--- config.mk ---
export PLATFORM = sky130hd
export DESIGN_NAME = aud_ser_tx
export DESIGN_NICKNAME = d
export VERILOG_FILES = /design/src/rtl/aud_tx_pkg.sv /design/src/rtl/atx_bitclk.sv /design/src/rtl/atx_bitmap.sv /design/src/rtl/aud_ser_tx.sv
export SDC_FILE = /design/constraint.sdc
export NUM_CORES = 1
export LEC_CHECK = 0
export ABC_AREA = 0
export BUFFER_PORTS_ARGS = -buffer_cell sky130_fd_sc_hd__buf_2
export CORE_ASPECT_RATIO = 2
export CORE_UTILIZATION = 62
export DETAILED_ROUTE_END_ITERATION = 10
export HOLD_SLACK_MARGIN = 0.08
export PLACE_DENSITY = 0.8
export REMOVE_ABC_BUFFERS = 1
export SLEW_MARGIN = 20
export SYNTH_ARGS = -nofsm -noshare
export SYNTH_HDL_FRONTEND = slang
export SYNTH_SLANG_ARGS = --single-unit
--- constraint.sdc ---
create_clock -name clk -period 11.48 [get_ports clk]
set_input_delay 0.574 -clock clk [delete_from_list [all_inputs] [get_ports clk]]
set_output_delay 0.574 -clock clk [all_outputs]
set_load 0.01 [all_outputs]
--- src/rtl/aud_tx_pkg.sv ---
`timescale 1ns/1ps
package aud_tx_pkg;
  localparam logic [2:0] FMT_I2S  = 3'b000;
  localparam logic [2:0] FMT_RJ   = 3'b001;
  localparam logic [2:0] FMT_DSP  = 3'b010;
  localparam logic [2:0] FMT_LJ   = 3'b011;
  localparam logic [2:0] FMT_P256 = 3'b100;
  localparam logic [2:0] FMT_P128 = 3'b101;

  // unused codes fall back to I2S
  function automatic logic [2:0] fmt_norm(input logic [2:0] m);
    return (m[2] & m[1]) ? FMT_I2S : m;
  endfunction

  function automatic logic [5:0] word_bits(input logic [1:0] w);
    case (w)
      2'b01:   return 6'd20;
      2'b10:   return 6'd16;
      default: return 6'd24;
    endcase
  endfunction
endpackage

--- src/rtl/atx_bitclk.sv ---
`timescale 1ns/1ps
module atx_bitclk #(
  parameter int IDX_W = 8
) (
  input  logic             clk,
  input  logic             rst_n,
  input  logic             bit_en,
  input  logic [IDX_W-1:0] last,
  output logic             bclk,
  output logic             fall,
  output logic             wrap,
  output logic [IDX_W-1:0] idx_nxt
);
  logic             bclk_q, bclk_n;
  logic [IDX_W-1:0] idx_q, idx_n;

  assign fall    = bit_en & bclk_q;
  assign wrap    = (idx_q >= last);
  assign idx_nxt = wrap ? '0 : idx_q + 1'b1;
  assign bclk    = bclk_q;

  always_comb begin
    bclk_n = bit_en ? ~bclk_q : bclk_q;
    idx_n  = fall ? idx_nxt : idx_q;
  end

  // index starts at all-ones so the first falling edge opens frame 0
  always_ff @(posedge clk or negedge rst_n) begin
    if (!rst_n) begin
      bclk_q <= 1'b0;
      idx_q  <= '1;
    end else begin
      bclk_q <= bclk_n;
      idx_q  <= idx_n;
    end
  end
endmodule

--- src/rtl/atx_bitmap.sv ---
`timescale 1ns/1ps
module atx_bitmap
  import aud_tx_pkg::*;
#(
  parameter int SW    = 24,
  parameter int NPAIR = 2,
  parameter int SLOT  = 32,
  parameter int IDX_W = 8
) (
  input  logic [2:0]            fmt,
  input  logic [5:0]            wbits,
  input  logic [IDX_W-1:0]      idx,
  input  logic [2*NPAIR*SW-1:0] smp,
  output logic                  lr,
  output logic [NPAIR-1:0]      sd
);
  localparam int SLOT_W = $clog2(SLOT);
  localparam int SW_W   = $clog2(SW);
  localparam int NCH    = 2 * NPAIR;
  localparam int SEL_W  = IDX_W - SLOT_W;

  logic [SLOT_W-1:0] pos;
  logic              half;
  logic [SEL_W-1:0]  slot;
  logic              pk;
  logic [SLOT_W:0]   st, wb_s, k;
  logic              win;
  logic [SW_W-1:0]   bsel;
  logic [SW-1:0]     pk_word;

  assign pos  = idx[SLOT_W-1:0];
  assign half = idx[SLOT_W];
  assign slot = idx[IDX_W-1:SLOT_W];
  assign pk   = fmt[2];
  assign wb_s = (SLOT_W+1)'(wbits);

  always_comb begin
    case (fmt)
      FMT_I2S, FMT_DSP: st = (SLOT_W+1)'(1);
      FMT_RJ:           st = (SLOT_W+1)'(SLOT) - wb_s;
      default:          st = '0;
    endcase
    win = ({1'b0, pos} >= st) && ({1'b0, pos} < st + wb_s);
    if (pk) win = win && (slot < SEL_W'(NCH));
    k    = {1'b0, pos} - st;
    bsel = SW_W'(SW - 1) - SW_W'(k);
  end

  always_comb begin
    case (fmt)
      FMT_I2S:        lr = half;
      FMT_RJ, FMT_LJ: lr = ~half;
      FMT_DSP:        lr = (pos == '0);
      FMT_P256:       lr = ~idx[IDX_W-1];
      FMT_P128:       lr = ~idx[IDX_W-2];
      default:        lr = 1'b0;
    endcase
  end

  // slot order: all lefts, then all rights
  always_comb begin
    pk_word = '0;
    for (int s = 0; s < NCH; s++) begin
      if (slot == SEL_W'(s))
        pk_word = smp[((s < NPAIR) ? 2*s : 2*(s-NPAIR)+1)*SW +: SW];
    end
  end

  for (genvar p = 0; p < NPAIR; p++) begin : g_line
    logic [SW-1:0] nw;
    assign nw = half ? smp[(2*p+1)*SW +: SW] : smp[2*p*SW +: SW];
    if (p == 0) begin : g_first
      assign sd[p] = win & (pk ? pk_word[bsel] : nw[bsel]);
    end else begin : g_other
      assign sd[p] = win & ~pk & nw[bsel];
    end
  end
endmodule

--- src/rtl/aud_ser_tx.sv ---
`timescale 1ns/1ps
module aud_ser_tx
  import aud_tx_pkg::*;
#(
  parameter int SW    = 24,
  parameter int NPAIR = 2,
  parameter int SLOT  = 32
) (
  input  logic                  clk,
  input  logic                  rst_n,
  input  logic                  bit_en,
  input  logic [2:0]            mode_i,
  input  logic [1:0]            width_i,
  input  logic                  smp_load,
  input  logic [2*NPAIR*SW-1:0] smp_i,
  output logic                  bclk_o,
  output logic                  lrclk_o,
  output logic [NPAIR-1:0]      sdata_o
);
  localparam int IDX_W = $clog2(8 * SLOT);
  localparam int SMP_W = 2 * NPAIR * SW;

  logic             fall_w, wrap_w, frm_start;
  logic [IDX_W-1:0] idx_nxt_w, last;
  logic [2:0]       fmt_q, fmt_n;
  logic [5:0]       wb_q, wb_n;
  logic [SMP_W-1:0] pend_q, pend_n, act_q, act_n;
  logic             lr_q, lr_n, lr_b;
  logic [NPAIR-1:0] sd_q, sd_n, sd_b;

  always_comb begin
    case (fmt_q)
      FMT_P256: last = IDX_W'(8*SLOT - 1);
      FMT_P128: last = IDX_W'(4*SLOT - 1);
      default:  last = IDX_W'(2*SLOT - 1);
    endcase
  end

  atx_bitclk #(.IDX_W(IDX_W)) u_clk (
    .clk     (clk),
    .rst_n   (rst_n),
    .bit_en  (bit_en),
    .last    (last),
    .bclk    (bclk_o),
    .fall    (fall_w),
    .wrap    (wrap_w),
    .idx_nxt (idx_nxt_w)
  );

  assign frm_start = fall_w & wrap_w;

  always_comb begin
    fmt_n  = frm_start ? fmt_norm(mode_i)   : fmt_q;
    wb_n   = frm_start ? word_bits(width_i) : wb_q;
    act_n  = frm_start ? pend_q             : act_q;
    pend_n = smp_load  ? smp_i              : pend_q;
    lr_n   = fall_w    ? lr_b               : lr_q;
    sd_n   = fall_w    ? sd_b               : sd_q;
  end

  atx_bitmap #(.SW(SW), .NPAIR(NPAIR), .SLOT(SLOT), .IDX_W(IDX_W)) u_map (
    .fmt   (fmt_n),
    .wbits (wb_n),
    .idx   (idx_nxt_w),
    .smp   (act_n),
    .lr    (lr_b),
    .sd    (sd_b)
  );

  always_ff @(posedge clk or negedge rst_n) begin
    if (!rst_n) begin
      fmt_q  <= FMT_I2S;
      wb_q   <= 6'd24;
      pend_q <= '0;
      act_q  <= '0;
      lr_q   <= 1'b0;
      sd_q   <= '0;
    end else begin
      fmt_q  <= fmt_n;
      wb_q   <= wb_n;
      pend_q <= pend_n;
      act_q  <= act_n;
      lr_q   <= lr_n;
      sd_q   <= sd_n;
    end
  end

  assign lrclk_o = lr_q;
  assign sdata_o = sd_q;
endmodule

==> impl_metrics.env, run 1 <==
export IMPL_yosysTopAreaCellShare_pct=45.9
export IMPL_start_kind="flip-flop"
export IMPL_fin_nets=1217
export IMPL_design_area_um2=12400
export IMPL_grt_busiest_layer="met2"
export IMPL_clock_fmax_mhz=137
export IMPL_grt_max_degree=89
export IMPL_vias=8654
export IMPL_dpl_cell_count=1273
export IMPL_cp_arrival_ps=7720
export IMPL_num_antenna_cells=0
export IMPL_drive_gt1_share_pct=30.1
export IMPL_worstSetupPathType="reg -> reg"
export IMPL_cts_made_buffers=20
export IMPL_relSlewSlack_pct=33.8
export IMPL_endpoint_kind="flip-flop"
export IMPL_netlist_area_um2=11100
export IMPL_slew_viol_final=0
export IMPL_die_h_um=191
export IMPL_multiInputGateArea_um2=5260
export IMPL_r2r_start="fmt_q[1]"
export IMPL_most_common_layout_cells="203 x dfrtp_1, 130 x mux2_2, 112 x nand2_1"
export IMPL_fillCellCount=1278
export IMPL_overflow=0
export IMPL_met1_usage_pct=41.1
export IMPL_max_vdd_ir_drop_v=0.000168
export IMPL_dieArea_um2=18400
export IMPL_cts_sinks=213
export IMPL_hold_violations=0
export IMPL_hold_ws_ps=119
export IMPL_reg2reg_depth=21
export IMPL_gp_congestion=0.977
export IMPL_cts_resized=0
export IMPL_insertion_delay_ps=510
export IMPL_power_density_nw_per_um2=187
export IMPL_min_path_type="in -> async"
export IMPL_ctsRootBufferMaster="clkbuf_16"
export IMPL_antenna_found_initial=0
export IMPL_final_seq_area_um2=5340
export IMPL_met2_usage_pct=57.6
export IMPL_ys_flop_type="dfrtp_1"
export IMPL_core_area_um2=17400
export IMPL_dr_pass1_iters=5
export IMPL_utilization_pct=71.3
export IMPL_drc=0
export IMPL_syn_area_per_cell_um2=10.9
export IMPL_num_io_pins=109
export IMPL_drt_first_iter_violations=566
export IMPL_required_ps=11900
export IMPL_cts_tree="yes"
export IMPL_start_util_pct=63.8
export IMPL_post_route_period_util_pct=63.6
export IMPL_final_setup_tns_ps=0
export IMPL_tightest_slew_ps=988
export IMPL_first_global_vias=8916
export IMPL_yosysTopAreaCell="dfrtp_1"
export IMPL_wl_per_cell_um=22.9
export IMPL_vias_per_cell=6.61
export IMPL_num_rows=68
export IMPL_io_buffers=108
export IMPL_layout_commonest_cell="dfrtp_1"
export IMPL_grt_pass1_wl_um=47400
export IMPL_post_dp_hpwl_um=20600
export IMPL_ys_types=69
export IMPL_p_leak_uw=0.00594
export IMPL_synthArstFlopShare_pct=100
export IMPL_ys_ff_latch=213
export IMPL_dieWidth_um=96.5
export IMPL_met3_usage_pct=3.82
export IMPL_placed_cell_area_um2=11700
export IMPL_yosysWarningCount=0
export IMPL_cts_setup_buffers=0
export IMPL_cp_startpoint="fmt_q[1]"
export IMPL_synth_area_leaders="dfrtp_1 46%, mux2_2 13%, nand2_1 3.8%, mux4_2 3.5%, o21ai_0 2.9%"
export IMPL_ctsHtreeMaxLevel=1
export IMPL_ctsHoldBuffers=0
export IMPL_ctsLongestPathBuffers=3
export IMPL_finClkSkew_ps=8.79
export IMPL_synth_cells=1011
export IMPL_clk_pin_slew_ps=70
export IMPL_fin_crit_ps=7310
export IMPL_critical_path_max_fanout=51
export IMPL_syn_to_final_growth_pct=11.9
export IMPL_instances_no_fill=1310
export IMPL_synth_edf_count=0
export IMPL_setup_viol=0
export IMPL_wirelength_um=30000
export IMPL_ff2ff_setup_slack_ps=4170
export IMPL_cap_violations=0
export IMPL_status="complete, no violations"
export IMPL_rsz0062_at_grt="no"
export IMPL_antenna_left=0
export IMPL_grtUsageTotal_pct=34.5
export IMPL_synth_seq_area_share_pct=48.3
routing by layer:
layer	part of all wire [%]	vias to the layer above
li1	-	3824
met1	35	4272
met2	51	418
met3	5.7	140
met4	7.4	0
met5	0	-
through the flow:
step,total power [uW],setup slack [ps]
floorplan,1350,5120
global placement,1580,4470
detailed placement,1590,4310
CTS,2300,4290
global route,2410,3580
finish,2310,4170
critical path, cell delays in order (launching register included):
cell and delay [ps]:
dfrtp_1 410, nand2b_1 170, or2_2 280, ha_1 330, a21oi_2 150, buf_4 420
o21ai_4 320, nand2_4 490, buf_4 600, nand2_1 250, ha_1 360, a21boi_0 430
ha_1 360, ha_1 810, clkinv_1 510, nor2_1 400, o21ai_0 140, o22ai_1 220
nor4_1 70, o21ai_0 170, a21oi_1 100, a211oi_1 170
cells by family after synthesis:
| group | count (synthesis) | share of synthesized area, % |
|---|---|---|
| AOI/OAI and AO/OA | 248 | 15.2 |
| and+or+nand+nor | 230 | 9.29 |
| DFF | 213 | 48.3 |
| muxes | 168 | 18.6 |
| buffers and inverters | 108 | 4.25 |
| adders and majority gates | 26 | 3.01 |
| xor gates and xnor gates | 18 | 1.42 |
report_power, final:
| group | leakage (uW) | switching (uW) | internal, uW |
|---|---|---|---|
| clock | 0.000338 | 297 | 414 |
| combinational | 0.00288 | 473 | 275 |
| sequential | 0.00272 | 45.3 | 805 |
sequential cells by signal, indices dropped and copies added, names as in the netlist:
| name | flops |
|---|---|
| act_q | 96 |
| lrclk_o | 1 |
| u_clk.bclk | 1 |
| pend_q | 96 |
| u_clk.idx_q | 8 |
| sdata_o | 2 |
| wb_q | 6 |
| fmt_q | 3 |
synthesized netlist by cell type (7+ instances only):
library cell and n:
dfrtp_1 203, mux2_2 130, nand2_1 112, o21ai_0 65
nor2_1 47, o22ai_1 40, inv_1 38, clkbuf_1 34
ha_1 25, a211oi_1 23, a21oi_1 23, buf_2 22
mux2i_1 21, mux4_2 17, nand3_1 15, nor3_1 14
a21o_1 12, and3_1 11, dfstp_2 10, o21a_1 10
xnor2_1 10, and2_1 8, xor2_1 8, a221o_1 7
o31ai_1 7, or2_2 7
cell type report:
cell class	instances	share of cell area [%]
inverter	40	1.21
clock buffer	28	4.86
multi-input combinational	690	42.5
clock inverter	8	0.849
sequential	213	43.2
tap	210	2.12
timing repair buffer	121	5.31
path summary, 6_finish.rpt:
| check | endpoint |
|---|---|
| max | sdata_o[0] |
| min | pend_q[73] |
| max reg2reg | sdata_o[0] |
| min reg2reg | act_q[13] |
| max in group asynchronous | pend_q[94] |
| min in group clk | u_clk.bclk |
Note: power is estimated with default switching activity, not from simulation.
==> inputs of run 2 (changes only) <==
--- a/config.mk
+++ b/config.mk
@@ -5,13 +5,13 @@
 export SDC_FILE = /design/constraint.sdc
 export NUM_CORES = 1
 export LEC_CHECK = 0
-export ABC_AREA = 0
+export ABC_AREA = 1
 export BUFFER_PORTS_ARGS = -buffer_cell sky130_fd_sc_hd__buf_2
 export CORE_ASPECT_RATIO = 2
-export CORE_UTILIZATION = 62
+export CORE_UTILIZATION = 54
 export DETAILED_ROUTE_END_ITERATION = 10
 export HOLD_SLACK_MARGIN = 0.08
-export PLACE_DENSITY = 0.8
+export PLACE_DENSITY = 0.74
 export REMOVE_ABC_BUFFERS = 1
 export SLEW_MARGIN = 20
 export SYNTH_ARGS = -nofsm -noshare
==> constraint.sdc (replaced) <==
create_clock -name clk -period 6.3 [get_ports clk]
set_input_delay 0.315 -clock clk [delete_from_list [all_inputs] [get_ports clk]]
set_output_delay 0.315 -clock clk [all_outputs]
set_load 0.01 [all_outputs]
==> run 2 against run 1 <==
Non-clock buffer count increased by 95. Clock-buffer cell count shrank 2. Routed wire length fell by 3.5%. Core utilization shrank 4.8 points. Worst hold slack got worse by 47 ps. Cell area increased by 7.5%. Maximum frequency is 41% higher. Critical path type unchanged. Critical endpoint unchanged. Largest cell class unchanged.
==> impl_metrics.env, run 2 <==
export IMPL_status="complete, no violations"
export IMPL_synth_edf_count=0
export IMPL_io_buffers=108
export IMPL_met2_usage_pct=51.2
export IMPL_dp_slack_ps=1150
export IMPL_synth_adder_area_share_pct=3.00
export IMPL_wirelength_um=29000
export IMPL_netlist_area_um2=11100
export IMPL_fillCellCount=1602
export IMPL_slew_viol_final=0
export IMPL_timing_rr_end="sdata_o[0]"
export IMPL_grt_busiest_layer="met2"
export IMPL_cts_made_buffers=20
export IMPL_yosys_area_share_simple_pct=21.1
export IMPL_power_density_nw_per_um2=342
export IMPL_cp_common_cell="inv_1"
export IMPL_fin_nets=1619
export IMPL_num_antenna_cells=0
export IMPL_grt_max_degree=112
export IMPL_reg_top3="act_q: 96 flops, pend_q: 96 flops, u_clk.idx_q: 8 flops"
export IMPL_met3_usage_pct=3.00
export IMPL_internal_power_uw=2870
export IMPL_p_leak_uw=0.00658
export IMPL_crit_buf_inv=6
export IMPL_num_rows=73
export IMPL_cp_startpoint="fmt_q[1]"
export IMPL_min_path_type="in -> reg"
export IMPL_cts_tree="yes"
export IMPL_die_h_um=205
export IMPL_p_sw_share_pct=37.0
export IMPL_cap_violations=0
export IMPL_cts_resized=0
export IMPL_clockPowerShare_pct=28.9
export IMPL_drive_gt1_share_pct=16.0
export IMPL_num_io_pins=109
export IMPL_synthArstFlopShare_pct=100
export IMPL_yosysMostFrequentCell="nand2_1"
export IMPL_crit_family="simple AND/OR/NAND/NOR gates"
export IMPL_syn_to_final_growth_pct=20.0
export IMPL_setup_slack_ps=1120
export IMPL_post_route_period_util_pct=82.2
export IMPL_worstSetupPathType="reg -> reg"
export IMPL_antenna_left=0
export IMPL_synth_seq_area_share_pct=48.2
export IMPL_pwr_share_comb_pct=37.3
export IMPL_relSlewSlack_pct=29.6
export IMPL_vias_per_cell=5.46
export IMPL_yosysWarningCount=0
export IMPL_dpl_cell_count=1632
export IMPL_finClkSkew_ps=8.51
export IMPL_reg2reg_depth=26
export IMPL_layout_commonest_cell="nand2_1"
export IMPL_start_kind="flip-flop"
export IMPL_utilization_pct=66.5
export IMPL_tightest_slew_ps=1060
export IMPL_endpoint_kind="flip-flop"
export IMPL_vias=9636
export IMPL_met1_usage_pct=31.4
export IMPL_max_vdd_ir_drop_v=0.000283
export IMPL_setup_viol=0
export IMPL_synth_xor_area_share_pct=0.553
export IMPL_p_seq_share_pct=33.9
export IMPL_first_global_vias=9816
export IMPL_ctsRootBufferMaster="clkbuf_16"
export IMPL_drc=0
export IMPL_synth_top_family_by_area="simple AND/OR/NAND/NOR gates"
export IMPL_drt_first_iter_violations=685
export IMPL_syn_area_per_cell_um2=8.35
export IMPL_synth_compound_area_share_pct=14.4
export IMPL_grtUsageTotal_pct=28.4
export IMPL_hold_violations=0
export IMPL_max_stage_delay_ps=860
export IMPL_dieWidth_um=103
export IMPL_gp_congestion=0.870
export IMPL_power_switching_uw=1690
export IMPL_cp_arrival_ps=5570
export IMPL_grt_pass1_wl_um=46600
export IMPL_crit_end="sdata_o[0]"
export IMPL_ys_types=40
export IMPL_r2r_start="fmt_q[1]"
export IMPL_core_area_um2=20000
export IMPL_fin_crit_ps=5180
export IMPL_clk_pin_slew_ps=70
export IMPL_overflow=0
export IMPL_critical_path_max_fanout=24
export IMPL_cp_num_cells=26
export IMPL_synth_cells=1329
export IMPL_clock_fmax_mhz=193
export IMPL_required_ps=6690
export IMPL_yosys_top_cells_count="340 x nand2_1, 203 x dfrtp_1, 158 x nand3_1, 141 x inv_1, 113 x o21ai_0"
export IMPL_dieArea_um2=21200
export IMPL_start_util_pct=55.5
export IMPL_cp_slowest_cell="fa_1"
export IMPL_wl_per_cell_um=16.4
export IMPL_insertion_delay_ps=500
export IMPL_final_setup_tns_ps=0
export IMPL_yosysTopAreaCell="dfrtp_1"
export IMPL_antenna_found_initial=0
export IMPL_most_common_layout_cells="340 x nand2_1, 203 x dfrtp_1, 157 x nand3_1"
export IMPL_ctsLongestPathBuffers=3
export IMPL_ctsHtreeMaxLevel=1
export IMPL_synth_area_leaders="dfrtp_1 46%, nand2_1 12%, nand3_1 7.1%, o21ai_0 5.1%, inv_1 4.8%"
export IMPL_rsz0062_at_grt="no"
export IMPL_ff2ff_setup_slack_ps=1120
export IMPL_instances_no_fill=1764
export IMPL_ys_ff_latch=213
export IMPL_dr_pass1_iters=7
export IMPL_yosysTopAreaCellShare_pct=45.8
export IMPL_cts_sinks=213
export IMPL_post_dp_hpwl_um=18700
export IMPL_synthMuxAreaShare_pct=3.76
export IMPL_ys_flop_type="dfrtp_1"
run 2: power by group through the flow:
stage	logic, uW	registers [uW]	clock network (uW)
2_1_floorplan	1130	1550	0
3_3_place_gp	1600	1560	0
3_5_place_dp	1620	1560	0
4_1_cts	1680	1540	1330
5_1_grt	1890	1550	1370
6_report	1700	1540	1320
run 2: layout make-up:
type | count | area (um^2) | share of cell area, %
clock buffers | 26 | 584 | 4.39
inverters | 145 | 544 | 4.09
clock inverters | 10 | 135 | 1.02
well taps | 262 | 328 | 2.46
flip-flops and latches | 213 | 5340 | 40.1
multi-input cells | 892 | 4770 | 35.8
repair buffers | 216 | 1600 | 12.0
run 2: cell families (layout without fill, tap and decap cells):
| group | Yosys count | after routing |
|---|---|---|
| simple gates | 552 | 552 |
| compound gates | 270 | 270 |
| buf+inv | 224 | 397 |
| flops | 213 | 213 |
| mux | 37 | 37 |
| fa+ha+maj | 26 | 26 |
| xor+xnor | 7 | 7 |
run 2: worst min path at each step:
stage / from / end / cells past startpoint
2_1_floorplan: rst_n / act_q[0] / 0
3_5_place_dp: rst_n / pend_q[47] / 1
5_1_grt: smp_i[24] / pend_q[24] / 3
4_1_cts: smp_i[24] / pend_q[24] / 3
6_report: smp_i[24] / pend_q[24] / 3
3_3_place_gp: rst_n / pend_q[22] / 1
run 2: metal layers:
layer	vias up	part of all wire (%)
li1	4699	-
met4	0	5.9
met1	4531	37
met5	-	0
met2	298	53
met3	108	4.0
run 2: repair_timing:
item	4_1_cts	5_1_grt
hold endpoints to repair	171	0
setup buffers	0	0
hold buffers	96	0
run 2: worst register-to-register path: stages, from the launching register on:
cell	delay [ps]
dfrtp_1	360
inv_1	80
nand2_1	70
or2_2	280
ha_1	290
a21oi_1	250
nand2_4	250
nand2_8	200
inv_1	240
or2_2	340
o21ai_1	100
inv_1	110
nor2_1	140
inv_1	70
nand3_1	90
inv_1	70
ha_1	340
fa_1	860
inv_1	290
a21oi_1	180
nand3_1	100
nand3_1	90
nand2_1	60
nand2_1	50
nand2_1	50
nand3_1	60
nand2_1	50
run 2: metrics by stage:
step           instance area [um^2]  total power (uW)  hold slack (ps)
4_1_cts                       13300              4550             87.2
3_3_place_gp                  11600              3170              417
2_1_floorplan                 10600              2680             19.4
5_1_grt                       13300              4810             90.7
6_report                      13300              4550             71.9
3_5_place_dp                  11600              3190              419
